===== config.mk =====
export PLATFORM = sky130hd
export DESIGN_NAME = smul_stream
export DESIGN_NICKNAME = d
export VERILOG_FILES = /design/src/rtl/smul_pkg.sv /design/src/rtl/smul_cell.sv /design/src/rtl/smul_precond.sv /design/src/rtl/smul_array.sv /design/src/rtl/smul_stream.sv
export SDC_FILE = /design/constraint.sdc
export NUM_CORES = 1
export LEC_CHECK = 0
export BUFFER_PORTS_ARGS = -buffer_cell sky130_fd_sc_hd__buf_2
export CAP_MARGIN = 10
export CORE_AREA = 2 2 76 78
export DETAILED_ROUTE_END_ITERATION = 7
export DIE_AREA = 0 0 78 80
export GPL_TIMING_DRIVEN = 0
export HOLD_SLACK_MARGIN = 0.08
export PLACE_DENSITY_LB_ADDON = 0.3
export SKIP_CTS_REPAIR_TIMING = 1
export SYNTH_ARGS = -nofsm -noshare
export SYNTH_HDL_FRONTEND = slang
export SYNTH_SLANG_ARGS = --single-unit

===== constraint.sdc =====
create_clock -name clk -period 15.2 [get_ports clk]
set_input_delay 2.28 -clock clk [delete_from_list [all_inputs] [get_ports clk]]
set_output_delay 2.28 -clock clk [all_outputs]
set_load 0.02 [all_outputs]

===== src/rtl/smul_pkg.sv =====
package smul_pkg;
  // one-bit full adder, sum output
  function automatic logic fa_sum(input logic a, input logic b, input logic c);
    return a ^ b ^ c;
  endfunction

  // one-bit full adder, carry output
  function automatic logic fa_carry(input logic a, input logic b, input logic c);
    return (a & b) | (c & (a ^ b));
  endfunction
endpackage


===== src/rtl/smul_cell.sv =====
module smul_cell
  import smul_pkg::*;
(
  input  logic m_bit,
  input  logic q_bit,
  input  logic pp_in,
  input  logic c_in,
  output logic sum,
  output logic c_out
);
  logic gated;
  assign gated = m_bit & q_bit;
  assign sum   = fa_sum(pp_in, gated, c_in);
  assign c_out = fa_carry(pp_in, gated, c_in);
endmodule


===== src/rtl/smul_precond.sv =====
module smul_precond #(
  parameter int N = 8
) (
  input  logic [N-1:0]   mcand,
  input  logic [N-1:0]   mplier,
  output logic [2*N-1:0] mcand_ext,
  output logic [N-1:0]   mplier_mag
);
  localparam int W = 2 * N;

  logic [N:0] a_w;
  logic [N:0] b_w;

  always_comb begin
    a_w = {mcand[N-1], mcand};
    b_w = {mplier[N-1], mplier};
    if (mplier[N-1]) begin
      a_w = (~a_w) + 1'b1;
      b_w = (~b_w) + 1'b1;
    end
    mplier_mag = b_w[N-1:0];
    mcand_ext  = {{(W-N-1){a_w[N]}}, a_w};
    // after conditioning, the multiplier fed to the grid is never negative
    assert_mplier_nonneg_R5: assert (b_w[N] == 1'b0);
  end
endmodule


===== src/rtl/smul_array.sv =====
module smul_array #(
  parameter int N = 8
) (
  input  logic [2*N-1:0] mcand_ext,
  input  logic [N-1:0]   mplier_mag,
  output logic [2*N-1:0] product
);
  localparam int W = 2 * N;

  logic [W-1:0] pp [N+1];

  assign pp[0] = '0;

  for (genvar r = 0; r < N; r++) begin : g_row
    logic [W-1:0] addend;
    logic [W-1:0] carry;
    logic [W-1:0] row_sum;

    assign addend   = mcand_ext << r;
    assign carry[0] = 1'b0;

    for (genvar c = 0; c < W - 1; c++) begin : g_col
      smul_cell u_cell (
        .m_bit (addend[c]),
        .q_bit (mplier_mag[r]),
        .pp_in (pp[r][c]),
        .c_in  (carry[c]),
        .sum   (row_sum[c]),
        .c_out (carry[c+1])
      );
    end

    // top column: its carry leaves the 2N-bit range, so only the sum is kept
    assign row_sum[W-1] = pp[r][W-1] ^ (addend[W-1] & mplier_mag[r]) ^ carry[W-1];
    assign pp[r+1]      = row_sum;
  end

  assign product = pp[N];
endmodule


===== src/rtl/smul_stream.sv =====
module smul_stream #(
  parameter int N = 8
) (
  input  logic           clk,
  input  logic           rst_n,
  input  logic           in_valid,
  output logic           in_ready,
  input  logic [N-1:0]   in_mcand,
  input  logic [N-1:0]   in_mplier,
  output logic           out_valid,
  input  logic           out_ready,
  output logic [2*N-1:0] out_product
);
  localparam int W = 2 * N;
  localparam logic [W-1:0] MIN_SQ = W'(1) << (W - 2);
  localparam logic [N-1:0] MIN_OP = N'(1) << (N - 1);

  logic [W-1:0] mcand_ext;
  logic [N-1:0] mplier_mag;
  logic [W-1:0] comb_product;
  logic         accept;

  smul_precond #(.N(N)) u_precond (
    .mcand      (in_mcand),
    .mplier     (in_mplier),
    .mcand_ext  (mcand_ext),
    .mplier_mag (mplier_mag)
  );

  smul_array #(.N(N)) u_array (
    .mcand_ext  (mcand_ext),
    .mplier_mag (mplier_mag),
    .product    (comb_product)
  );

  assign in_ready = !out_valid || out_ready;
  assign accept   = in_valid && in_ready;

  always_ff @(posedge clk) begin
    if (!rst_n) begin
      out_valid   <= 1'b0;
      out_product <= '0;
    end else if (accept) begin
      out_valid   <= 1'b1;
      out_product <= comb_product;
    end else if (out_ready) begin
      out_valid   <= 1'b0;
    end
  end

  // an accepted pair is presented on the next cycle
  assert_accept_valid_R7: assert property (@(posedge clk) disable iff (!rst_n)
    accept |=> out_valid);

  // a stalled product is held
  assert_stall_hold_R8: assert property (@(posedge clk) disable iff (!rst_n)
    (out_valid && !out_ready) |=> (out_valid && $stable(out_product)));

  // no new pair is taken while stalled
  assert_stall_block_R8: assert property (@(posedge clk) disable iff (!rst_n)
    (out_valid && !out_ready) |-> !in_ready);

  // zero operand gives zero product
  assert_zero_product_R2: assert property (@(posedge clk) disable iff (!rst_n)
    (accept && (in_mcand == '0 || in_mplier == '0)) |=> (out_product == '0));

  // sign of product follows operand signs
  assert_product_sign_R6: assert property (@(posedge clk) disable iff (!rst_n)
    (accept && in_mcand != '0 && in_mplier != '0)
      |=> (out_product[W-1] == ($past(in_mcand[N-1]) ^ $past(in_mplier[N-1]))));

  // most negative squared
  assert_min_square_R3: assert property (@(posedge clk) disable iff (!rst_n)
    (accept && in_mcand == MIN_OP && in_mplier == MIN_OP) |=> (out_product == MIN_SQ));
endmodule


==> results.yml <==
sta:
  setup_slack_ps: 2190
  period_minus_slack_ps: 13010
  setup_viol: 0
  tightest_slew_ps: 994
  fin_skew_ps: 5.39
  finalMaxSlewViolations: 0
  period_share_pct: 85.6
  slew_headroom_pct: 33.3
  hold_viol: 0
  finalSetupTns_ps: 0
  rsz0062_at_grt: "no"
  fmax_mhz: 76.8
critical_path:
  slowest_stage: "fa_1"
  worst-setup-path-type: "in -> reg"
  r2r_setup_slack_ps: 13760
  critical_path.max_fanout: 10
  critPathMaxStageDelay_ps: 540
  cp-start-kind: "input pin"
  cp-end-kind: "flip-flop"
  crit_top_cell: "fa_1"
  arrival_ps: 13200
  crit_required_ps: 15390
placement:
  pre_cts_ws_ps: 1900
  dp_cells: 437
  globalplace.congestion: 0.803
  dp_hpwl_um: 4800
  portBuffers: 36
floorplan:
  die_height_um: 80
  die_w_um: 78
  coreArea_mm2: 0.00541
  fp-row-count: 27
  start_util_pct: 57.6
  ios: 38
  die_area_mm2: 0.00624
synth:
  ys_dominant_reg_cell: "dfxtp_1"
  yosysSeqAreaShare_pct: 10.9
  async_reset_ff_share_pct: 0
  synthTopCellsByArea: "fa_1 44%, dfxtp_1 11%, inv_1 6.8%, nor2_1 5.3%, nand2_1 4.6%"
  ys_ff_latch: 17
  synthCells: 329
  synthDistinctLibCells: 39
  synth_fp_nets: 427
  yosysTopAreaCellShare_pct: 44.4
  synth_edf_count: 0
  synthesis.area_mm2: 0.00311
  syn_avg_cell_area_um2: 9.46
  ys_warn_count: 0
  yosys.area.top_type: "fa_1"
pwr:
  finalPower_uw: 765
  power.density_mw_per_mm2: 223
  seqPwrFrac_pct: 8.3
  p_clk_share_pct: 4.4
  p_int_uw: 377
  leakage_uw: 0.00167
  ir_worst_vdd_mv: 0.164
  p_sw_share_pct: 50.7
  p_sw_uw: 388
  combPwrFrac_pct: 87.3
grt:
  antenna_found_initial: 0
  overflow: 0
  grt_usage_pct: 20.2
  grt_max_degree: 11
  first_global_vias: 2334
  grt_pass1_wl_um: 9910
clock_network:
  path_clk_slew_ps: 70
  clk_latency_ps: 260
  htree_levels: 1
  clk_path_buf_depth: 2
  cts_tree: "yes"
  cts_sinks: 17
  cts-buffers-inserted: 3
  cts_root_buf: "clkbuf_8"
route:
  first_pass_iters: 3
  wl_per_cell_um: 12.2
  drc: 0
  viasPerCell: 5.04
  ant_nets: 0
  num_vias: 2223
  drt_iter0_drc: 31
  routed_wl_um: 5380
layout:
  finalNetCount: 468
  final_common_cell: "fa_1"
  area_delta_synth_final_pct: 10.2
  layoutNonFillerInstCount: 441
  antenna_cells: 0
  final_cell_mix: "69 x fa_1, 56 x inv_1, 44 x nor2_1"
  layout-drive-gt1-share_pct: 14.1
run_status:
  status: "complete, no violations"
run:
  cap_violations: 0
worst_hold_path:
  hp-class: "reg -> reg"
logic make-up after synthesis:
logic type	count (synthesis)	synth area share, %
fa+ha+maj	78	48.0
buf+inv	64	7.92
xor+xnor	21	6.96
compound gates	35	9.25
simple gates	114	16.9
flops	17	10.9
synthesized netlist by cell type (2+ instances only):
cell and instances:
a21boi_0 10, and2_1 3, buf_2 2, clkbuf_1 4, dfxtp_1 17, fa_1 69, ha_1 9, inv_1 56
nand2_1 38, nand2b_1 12, nor2_1 44, nor2b_1 5, o211a_1 6, o211ai_1 2, o21a_1 2, o21ai_0 3
o21ai_1 4, o31ai_2 2, or2_2 2, or3_1 3, xnor2_1 10, xor2_1 9
cell type report:
cell class / instances / area (um^2)
Multi-Input combinational cell: 248 / 2520
Fill cell: 486 / 1980
Sequential cell: 17 / 340
Inverter: 56 / 210
Timing Repair Buffer: 36 / 180
Tap cell: 72 / 90.1
Clock buffer: 3 / 41.3
Buffer: 8 / 36.3
Clock inverter: 1 / 5.00
critical path: cells and delay by family:
kind                       cells  cell delay (ps)
AOI/OAI and AO/OA              3              760
buffers and inverters          8              950
adders and majority gates     20             8020
xor gates and xnor gates       3              530
and+or+nand+nor                3              680
power by group through the flow:
stage	registers [uW]	clock network, uW	logic [uW]
after floorplan	80.3	0	545
after global placement	64.4	0	676
after detailed placement	64.8	0	682
after CTS	63.7	34.6	687
after global routing	64.7	35.8	801
final	63.5	33.6	668
per-layer routing:
| metal | global-route usage [%] | vias up | share of wire (%) |
|---|---|---|---|
| met5 | 0 | - | 0 |
| met4 | 4.74 | 0 | 0.98 |
| met3 | 1.81 | 5 | 2.5 |
| met2 | 40.9 | 28 | 57 |
| met1 | 22.7 | 1113 | 40 |
| li1 | - | 1077 | - |
final timing paths:
kind / start / end / depth (start not counted)
setup reg to reg: out_valid$_SDFFE_PN0P_ / out_product[3]$_SDFFE_PN0P_ / 6
setup / recovery: in_mplier[7] / out_product[15]$_SDFFE_PN0P_ / 37
hold / removal: out_product[12]$_SDFFE_PN0P_ / out_product[12]$_SDFFE_PN0P_ / 2
hold reg to reg: out_product[12]$_SDFFE_PN0P_ / out_product[12]$_SDFFE_PN0P_ / 2
registers in the layout, summed over array words and instances, names as in the netlist:
name and cells:
out_product 16, out_valid 1
metrics by stage:
step	hold slack, ps	area (um^2)	utilization [%]
2_1_floorplan	539	3110	-
3_3_place_gp	447	3380	62.6
3_5_place_dp	454	3380	62.6
4_1_cts	463	3430	63.4
5_1_grt	474	3430	63.4
6_report	457	3430	63.4
No activity file was read; power rests on OpenSTA's default activity.
